--- src/rtl/kbc_acpi_host_port.sv ---
module kbc_acpi_host_port #(
  parameter logic [7:0] KBC_DATA = 8'h60,
  parameter logic [7:0] KBC_CMD  = 8'h64,
  parameter logic [7:0] PM1_DATA = 8'h62,
  parameter logic [7:0] PM1_CMD  = 8'h66,
  parameter logic [7:0] PM2_DATA = 8'h68,
  parameter logic [7:0] PM2_CMD  = 8'h6C
) (
  input  logic       clk,
  input  logic       rst_n,
  input  logic [7:0] host_addr,
  input  logic       host_wr,
  input  logic       host_rd,
  input  logic [7:0] host_wdata,
  output logic [7:0] host_rdata,
  input  logic [1:0] core_sel,
  input  logic [1:0] core_reg,
  input  logic       core_wr,
  input  logic       core_rd,
  input  logic [7:0] core_wdata,
  output logic [7:0] core_rdata,
  output logic [2:0] core_irq,
  output logic       host_irq,
  output logic       host_sci,
  output logic       host_smi,
  output logic       gate_a20,
  output logic       kbd_reset
);
  localparam int NCH = 3;

  logic [7:0] ib [NCH];
  logic [7:0] ob [NCH];
  logic [NCH-1:0] ibf, obf, cmdf, sci_evt, smi_evt;
  logic irq_en, priv, kbc_obf_d;
  logic [NCH-1:0] hit_d, hit_c;
  logic [7:0] stat [NCH];

  assign hit_d = {host_addr == PM2_DATA, host_addr == PM1_DATA, host_addr == KBC_DATA};
  assign hit_c = {host_addr == PM2_CMD,  host_addr == PM1_CMD,  host_addr == KBC_CMD};

  for (genvar g = 0; g < NCH; g++) begin : g_stat
    assign stat[g] = {3'b000, smi_evt[g], sci_evt[g], cmdf[g], ibf[g], obf[g]};
  end

  always_ff @(posedge clk) begin
    if (!rst_n) begin
      for (int i = 0; i < NCH; i++) begin
        ib[i] <= '0;
        ob[i] <= '0;
      end
      ibf <= '0; obf <= '0; cmdf <= '0; sci_evt <= '0; smi_evt <= '0;
      irq_en <= 1'b0; priv <= 1'b0; gate_a20 <= 1'b0; kbd_reset <= 1'b0;
      kbc_obf_d <= 1'b0;
    end else begin
      kbc_obf_d <= obf[0];
      for (int i = 0; i < NCH; i++) begin
        if (core_wr && core_sel == 2'(i) && core_reg == 2'd1) begin
          ob[i]  <= core_wdata;
          obf[i] <= 1'b1;
        end else if (host_rd && hit_d[i]) begin
          obf[i] <= 1'b0;
        end
        if (host_wr && (hit_d[i] || hit_c[i])) begin
          ib[i]   <= host_wdata;
          ibf[i]  <= 1'b1;
          cmdf[i] <= hit_c[i];
        end else if (core_rd && core_sel == 2'(i) && core_reg == 2'd0) begin
          ibf[i] <= 1'b0;
        end
        if (core_wr && core_sel == 2'(i) && core_reg == 2'd2) begin
          sci_evt[i] <= core_wdata[1];
          smi_evt[i] <= core_wdata[2];
          if (i == 0) irq_en <= core_wdata[0];
        end
      end
      if (core_wr && core_reg == 2'd3) begin
        priv      <= core_wdata[0];
        gate_a20  <= core_wdata[1];
        kbd_reset <= core_wdata[2];
      end
    end
  end

  always_comb begin
    host_rdata = 8'hFF;
    for (int i = 0; i < NCH; i++) begin
      if (hit_d[i]) host_rdata = ob[i];
      if (hit_c[i]) host_rdata = stat[i];
    end
  end

  always_comb begin
    core_rdata = 8'h00;
    if (core_reg == 2'd3) core_rdata = {5'b0, kbd_reset, gate_a20, priv};
    else if (core_sel != 2'd3) begin
      case (core_reg)
        2'd0:    core_rdata = ib[core_sel];
        2'd1:    core_rdata = stat[core_sel];
        default: core_rdata = {5'b0, smi_evt[core_sel], sci_evt[core_sel],
                               (core_sel == 2'd0) ? irq_en : 1'b0};
      endcase
    end
  end

  logic [2:1] sci_req;
  assign sci_req  = obf[2:1] | sci_evt[2:1];
  assign core_irq = ibf;
  assign host_irq = irq_en & obf[0] & ~kbc_obf_d;
  assign host_sci = sci_req[1] | (~priv & sci_req[2]);
  assign host_smi = (|smi_evt) | (priv & sci_req[2]);

  a_r2_ibf_set: assert property (@(posedge clk) disable iff (!rst_n)
    host_wr && (hit_d[0] || hit_c[0]) |=> core_irq[0]);
  a_r3_ibf_clear: assert property (@(posedge clk) disable iff (!rst_n)
    core_rd && core_sel == 2'd0 && core_reg == 2'd0 && !host_wr |=> !core_irq[0]);
  a_r4_obf_set: assert property (@(posedge clk) disable iff (!rst_n)
    core_wr && core_sel == 2'd1 && core_reg == 2'd1 |=> obf[1]);
  a_r5_status_quiet: assert property (@(posedge clk) disable iff (!rst_n)
    host_rd && hit_c[0] && !host_wr && !core_wr && !core_rd |=> $stable(obf) && $stable(ibf));
  a_r6_irq_single: assert property (@(posedge clk) disable iff (!rst_n)
    host_irq |=> !host_irq);
  a_r12_collide: assert property (@(posedge clk) disable iff (!rst_n)
    host_wr && hit_d[1] && core_rd && core_sel == 2'd1 && core_reg == 2'd0 |=> core_irq[1]);
endmodule

--- config.mk ---
export PLATFORM = sky130hd
export DESIGN_NAME = kbc_acpi_host_port
export DESIGN_NICKNAME = d
export VERILOG_FILES = /design/src/rtl/kbc_acpi_host_port.sv
export SDC_FILE = /design/constraint.sdc
export NUM_CORES = 1
export LEC_CHECK = 0
export BUFFER_PORTS_ARGS = -buffer_cell sky130_fd_sc_hd__clkbuf_2
export CAP_MARGIN = 5
export CORE_ASPECT_RATIO = 0.75
export CORE_UTILIZATION = 44
export CTS_CLUSTER_SIZE = 25
export DETAILED_ROUTE_END_ITERATION = 8
export PLACE_DENSITY = 0.65
export SLEW_MARGIN = 40
export SYNTH_ARGS = -nofsm -noshare
export SYNTH_HDL_FRONTEND = slang
export SYNTH_SLANG_ARGS = --single-unit
--- constraint.sdc ---
create_clock -name clk -period 1.85 [get_ports clk]
set_input_delay 0.2775 -clock clk [delete_from_list [all_inputs] [get_ports clk]]
set_output_delay 0.2775 -clock clk [all_outputs]
set_load 0.1 [all_outputs]
==> flow_results.org <==
** Setup path
- Library cell contributing the largest single delay on the critical path :: mux4_2
- For this run, the slowest stage of the critical path takes 500 ps.
- Critical path buffer and inverter count :: 1
- The number of cells on the worst reg-to-reg path is 2.
- Worst setup path category :: register to output pin
- At the worst endpoint, the arrival time is 1660 ps.
- Cell Chain, Critical Path :: mux4_2 > o22ai_2 > nand2_2 > buf_12
- STA classifies the critical path endpoint as an output pin.
- In this run the worst path has a maximum fanout of 3.
- Among cell families on the critical path, the largest total delay comes from multiplexers.
- Counting buffers and inverters, the worst setup path is 4 cells deep.
- CP required :: 1570 ps
- Kind of start point of the critical path :: register

** Route
- After detailed routing, the average wire length per cell comes to 17.0 microns.
- DR DRC count :: 0
- For this block, the via count after detailed routing is 2607.
- The routed design has 8180 microns of wire.
- The first detailed-routing pass took 5 iterations.
- After detailed routing, the number of vias per cell comes to 5.41.
- For this block, the initial DRC count from the detailed router was 181.
- The detail route stage leaves a number of antenna-violating nets equal to 0.

** Min path
- Counting instances, the worst hold path has a depth of 3.
- The path class of the tightest hold or removal check is primary input to register.

** STA
- Setup tns final :: -205 ps
- Max Freq :: 515 MHz
- The final-report hold violation count came to 0.
- The worst path uses 105% of the clock period.
- For the finished layout, the period the worst path requires is 1940 ps.
- Total setup violations reported at the end of the flow :: 5
- In the post-route analysis, the smallest setup slack over all paths is -91.5 ps.
- Across the routed clock network, the largest skew measured is 0.0444 ps.
- Worst slew margin relative to its limit :: 63.6%
- RSZ-0062 raised after global routing :: yes
- Pin slew with the least headroom to its limit :: 549 ps
- Worst hold slack across all endpoints :: 200 ps
- Max Transition Viols Final :: 0

** Yosys
- The commonest cells after synthesis are 48 x edfxtp_1, 32 x nand2_1, 27 x nor2_1.
- Summing the areas of all compound-gate instances in the mapped netlist gives 14.2% of the synthesized area.
- Ys Warns :: 0
- Share of the yosys chip area belonging to registers :: 55.9%
- The cell area that synthesis handed to floorplanning was 0.00330 sq mm.
- Of the post-synthesis cell area, the dominant cell type holds 43.7%.
- Among all cell types in the netlist, the one instantiated most often is edfxtp_1.
- Adder-cell share of the synthesized area :: 0%
- Syn_area_per_cell :: 11.1 sq um
- The synthesized netlist devotes 0% of its cell area to XOR and XNOR gates.
- Number of standard cells after synthesis :: 296
- Yosys attributes the largest share of cell area to edfxtp_1 44%, dfxtp_1 12%, mux2i_1 6.1%, nand2_1 3.6%, o21ai_0 3.2%.
- In this run, synthesis inferred 48 flip-flops with an integrated enable.
- Counting distinct cell types in the post-synthesis netlist gives 50.
- Synthesis produced a netlist with a net count of 330.
- Most used flip-flop cell after synthesis :: edfxtp_1
- Flip-flop and latch count after synthesis :: 68
- Ys async rst share :: 0%
- By area, the combinational part of the netlist is dominated by simple AND/OR/NAND/NOR gates.
- Of the total synthesized cell area, the portion taken by AND, OR, NAND and NOR gates is 15.7%.
- Multiplexer area fraction after synthesis :: 9.83%
- Post-synthesis cell type with the largest combined area :: edfxtp_1

** CTS
- The clock passes through at most 2 buffers.
- The clock reaches the later pin of the worst-skew pair after 340 ps.
- Number of buffers created by CTS :: 9
- The clock net in this run drives a total of 68 sinks.
- # H-tree levels :: 3
- The tree is rooted in a clkbuf_8.
- Buffers inserted to repair hold after CTS numbered 0.
- CTS tree :: done
- CTS clk-pin slew, worst paths :: 70 ps

** Final layout
- Area grow syn2layout :: 34.5%
- Antenna Cells :: 0
- Layout Utilization :: 63.1%
- In the final layout, the share of cells above drive strength 1 is 40.4%.
- With fillers left out, the area of the finished cells amounts to 0.00443 sq mm.
- Number of fill cells :: 600
- After the last flow step, the layout net total stands at 413.
- Non-filler cells in the finished layout :: 482

** Power
- IR analysis of the VDD net gives a maximum drop of 596 uV.
- Final total power :: 3.41 mW
- Power density cells :: 768 mW/mm^2
- Leak Pwr :: 1.79 nW

** Floorplanning
- From bottom edge to top edge, the die measures 77.0 microns.
- Die Footprint :: 0.00785 sq mm
- Die outline width :: 102 microns
- Ports placed on the boundary :: 58
- Area of the core :: 0.00703 sq mm
- In this run the core area contains 26 standard-cell rows.
- Initial standard-cell utilization of the core :: 46.9%

** Place
- Final estimated routing congestion in global placement :: 0.881
- At the placement stage, the worst setup path has a slack of 19.1 ps.
- After detailed placement, the total cell area comes to 0.00416 sq mm.
- IO Port Bufs :: 57
- The wire-length estimate of the detail-placed layout is 6110 microns.
- Once placement completed, the tool counted placed cells totaling 465.

** Global routing
- The number of global-route vias before repair was 2455.
- Summed over all layers, the global routing overflow is 0.
- Entering global routing, the biggest net connects 21 pins.
- In the global route stage, overall resource usage came out at 22.6%.
- First-pass GRT wire length :: 13000 microns
- The number of antenna violations at the first check in global routing is 0.

** Status
- The flow ran to the end, but the final reports show violations.
- Failing checks :: negative setup slack

** Flow run
- Count of max-cap constraint violations :: 0
==> registers in the layout, indices dropped and copies added (netlist names), 3 cells and up <==
signal	cells
ib	24
smi_evt	3
core_irq	3
obf	3
sci_evt	3
ob	24
cmdf	3
==> metal layers <==
metal	track usage [%]	wire [microns]	up-vias
li1	-	-	1250
met1	35.5	4010	1242
met2	30.7	3360	104
met3	5.47	704	11
met4	6.43	106	0
met5	0	0	-
==> cells in the final DEF, fill, tap and decap left out, types with 8 or more instances in the layout <==
cell / count
edfxtp_1: 48
clkbuf_2: 41
buf_4: 31
nand2_1: 27
nor2_1: 23
mux2i_1: 19
o21ai_0: 19
buf_12: 17
a21oi_1: 13
inv_1: 11
dfxtp_2: 11
and2_1: 9
clkbuf_8: 9
dfxtp_1: 8
==> area by class of cell <==
class                           instances  area [sq um]  area share [%]
Inverter                               11          41.3           0.931
Multi-Input combinational cell        199          1440            32.4
Timing Repair Buffer                   90           790            17.8
Tap cell                               98           123            2.77
Sequential cell                        68          1860            41.9
Clock inverter                          5          52.6            1.19
Clock buffer                           11           131            2.96
==> kinds of logic (layout without fill, tap and decap cells) <==
family / count (synthesis) / in the layout
AOI/OAI and AO/OA: 68 / 68
buffers and inverters: 29 / 117
DFF: 68 / 68
muxes: 28 / 28
and+or+nand+nor: 103 / 103
==> power by group <==
part / switching (mW) / total, mW / internal (mW) / leakage, nW
Combinational: 0.327 / 0.537 / 0.209 / 1.07
Sequential: 0.0260 / 1.72 / 1.69 / 0.626
Clock: 0.533 / 1.15 / 0.616 / 0.0931
Total: 0.886 / 3.41 / 2.52 / 1.79
==> worst paths after layout <==
kind,start,endpoint,slack (ps)
max,cmdf[2]$_SDFFE_PN0P_,host_rdata[2],-90
max reg2reg,obf[0]$_SDFFE_PN0P_,obf[0]$_SDFFE_PN0P_,1030
min reg2reg,cmdf[2]$_SDFFE_PN0P_,cmdf[2]$_SDFFE_PN0P_,490
min,core_wdata[0],irq_en$_SDFFE_PN0P_,200
==> repair_timing <==
action	in CTS	in global routing
pin swaps	11	7
endpoints found under the setup margin	7	13
buffers inserted	0	1
resized for setup	10	13
==> worst reg2reg max path, stage by stage (launching register included) <==
cell	delay (ps)
dfxtp_1	370
and2_1	170
a22o_1	190
Note: power is estimated with default switching activity, not from simulation.
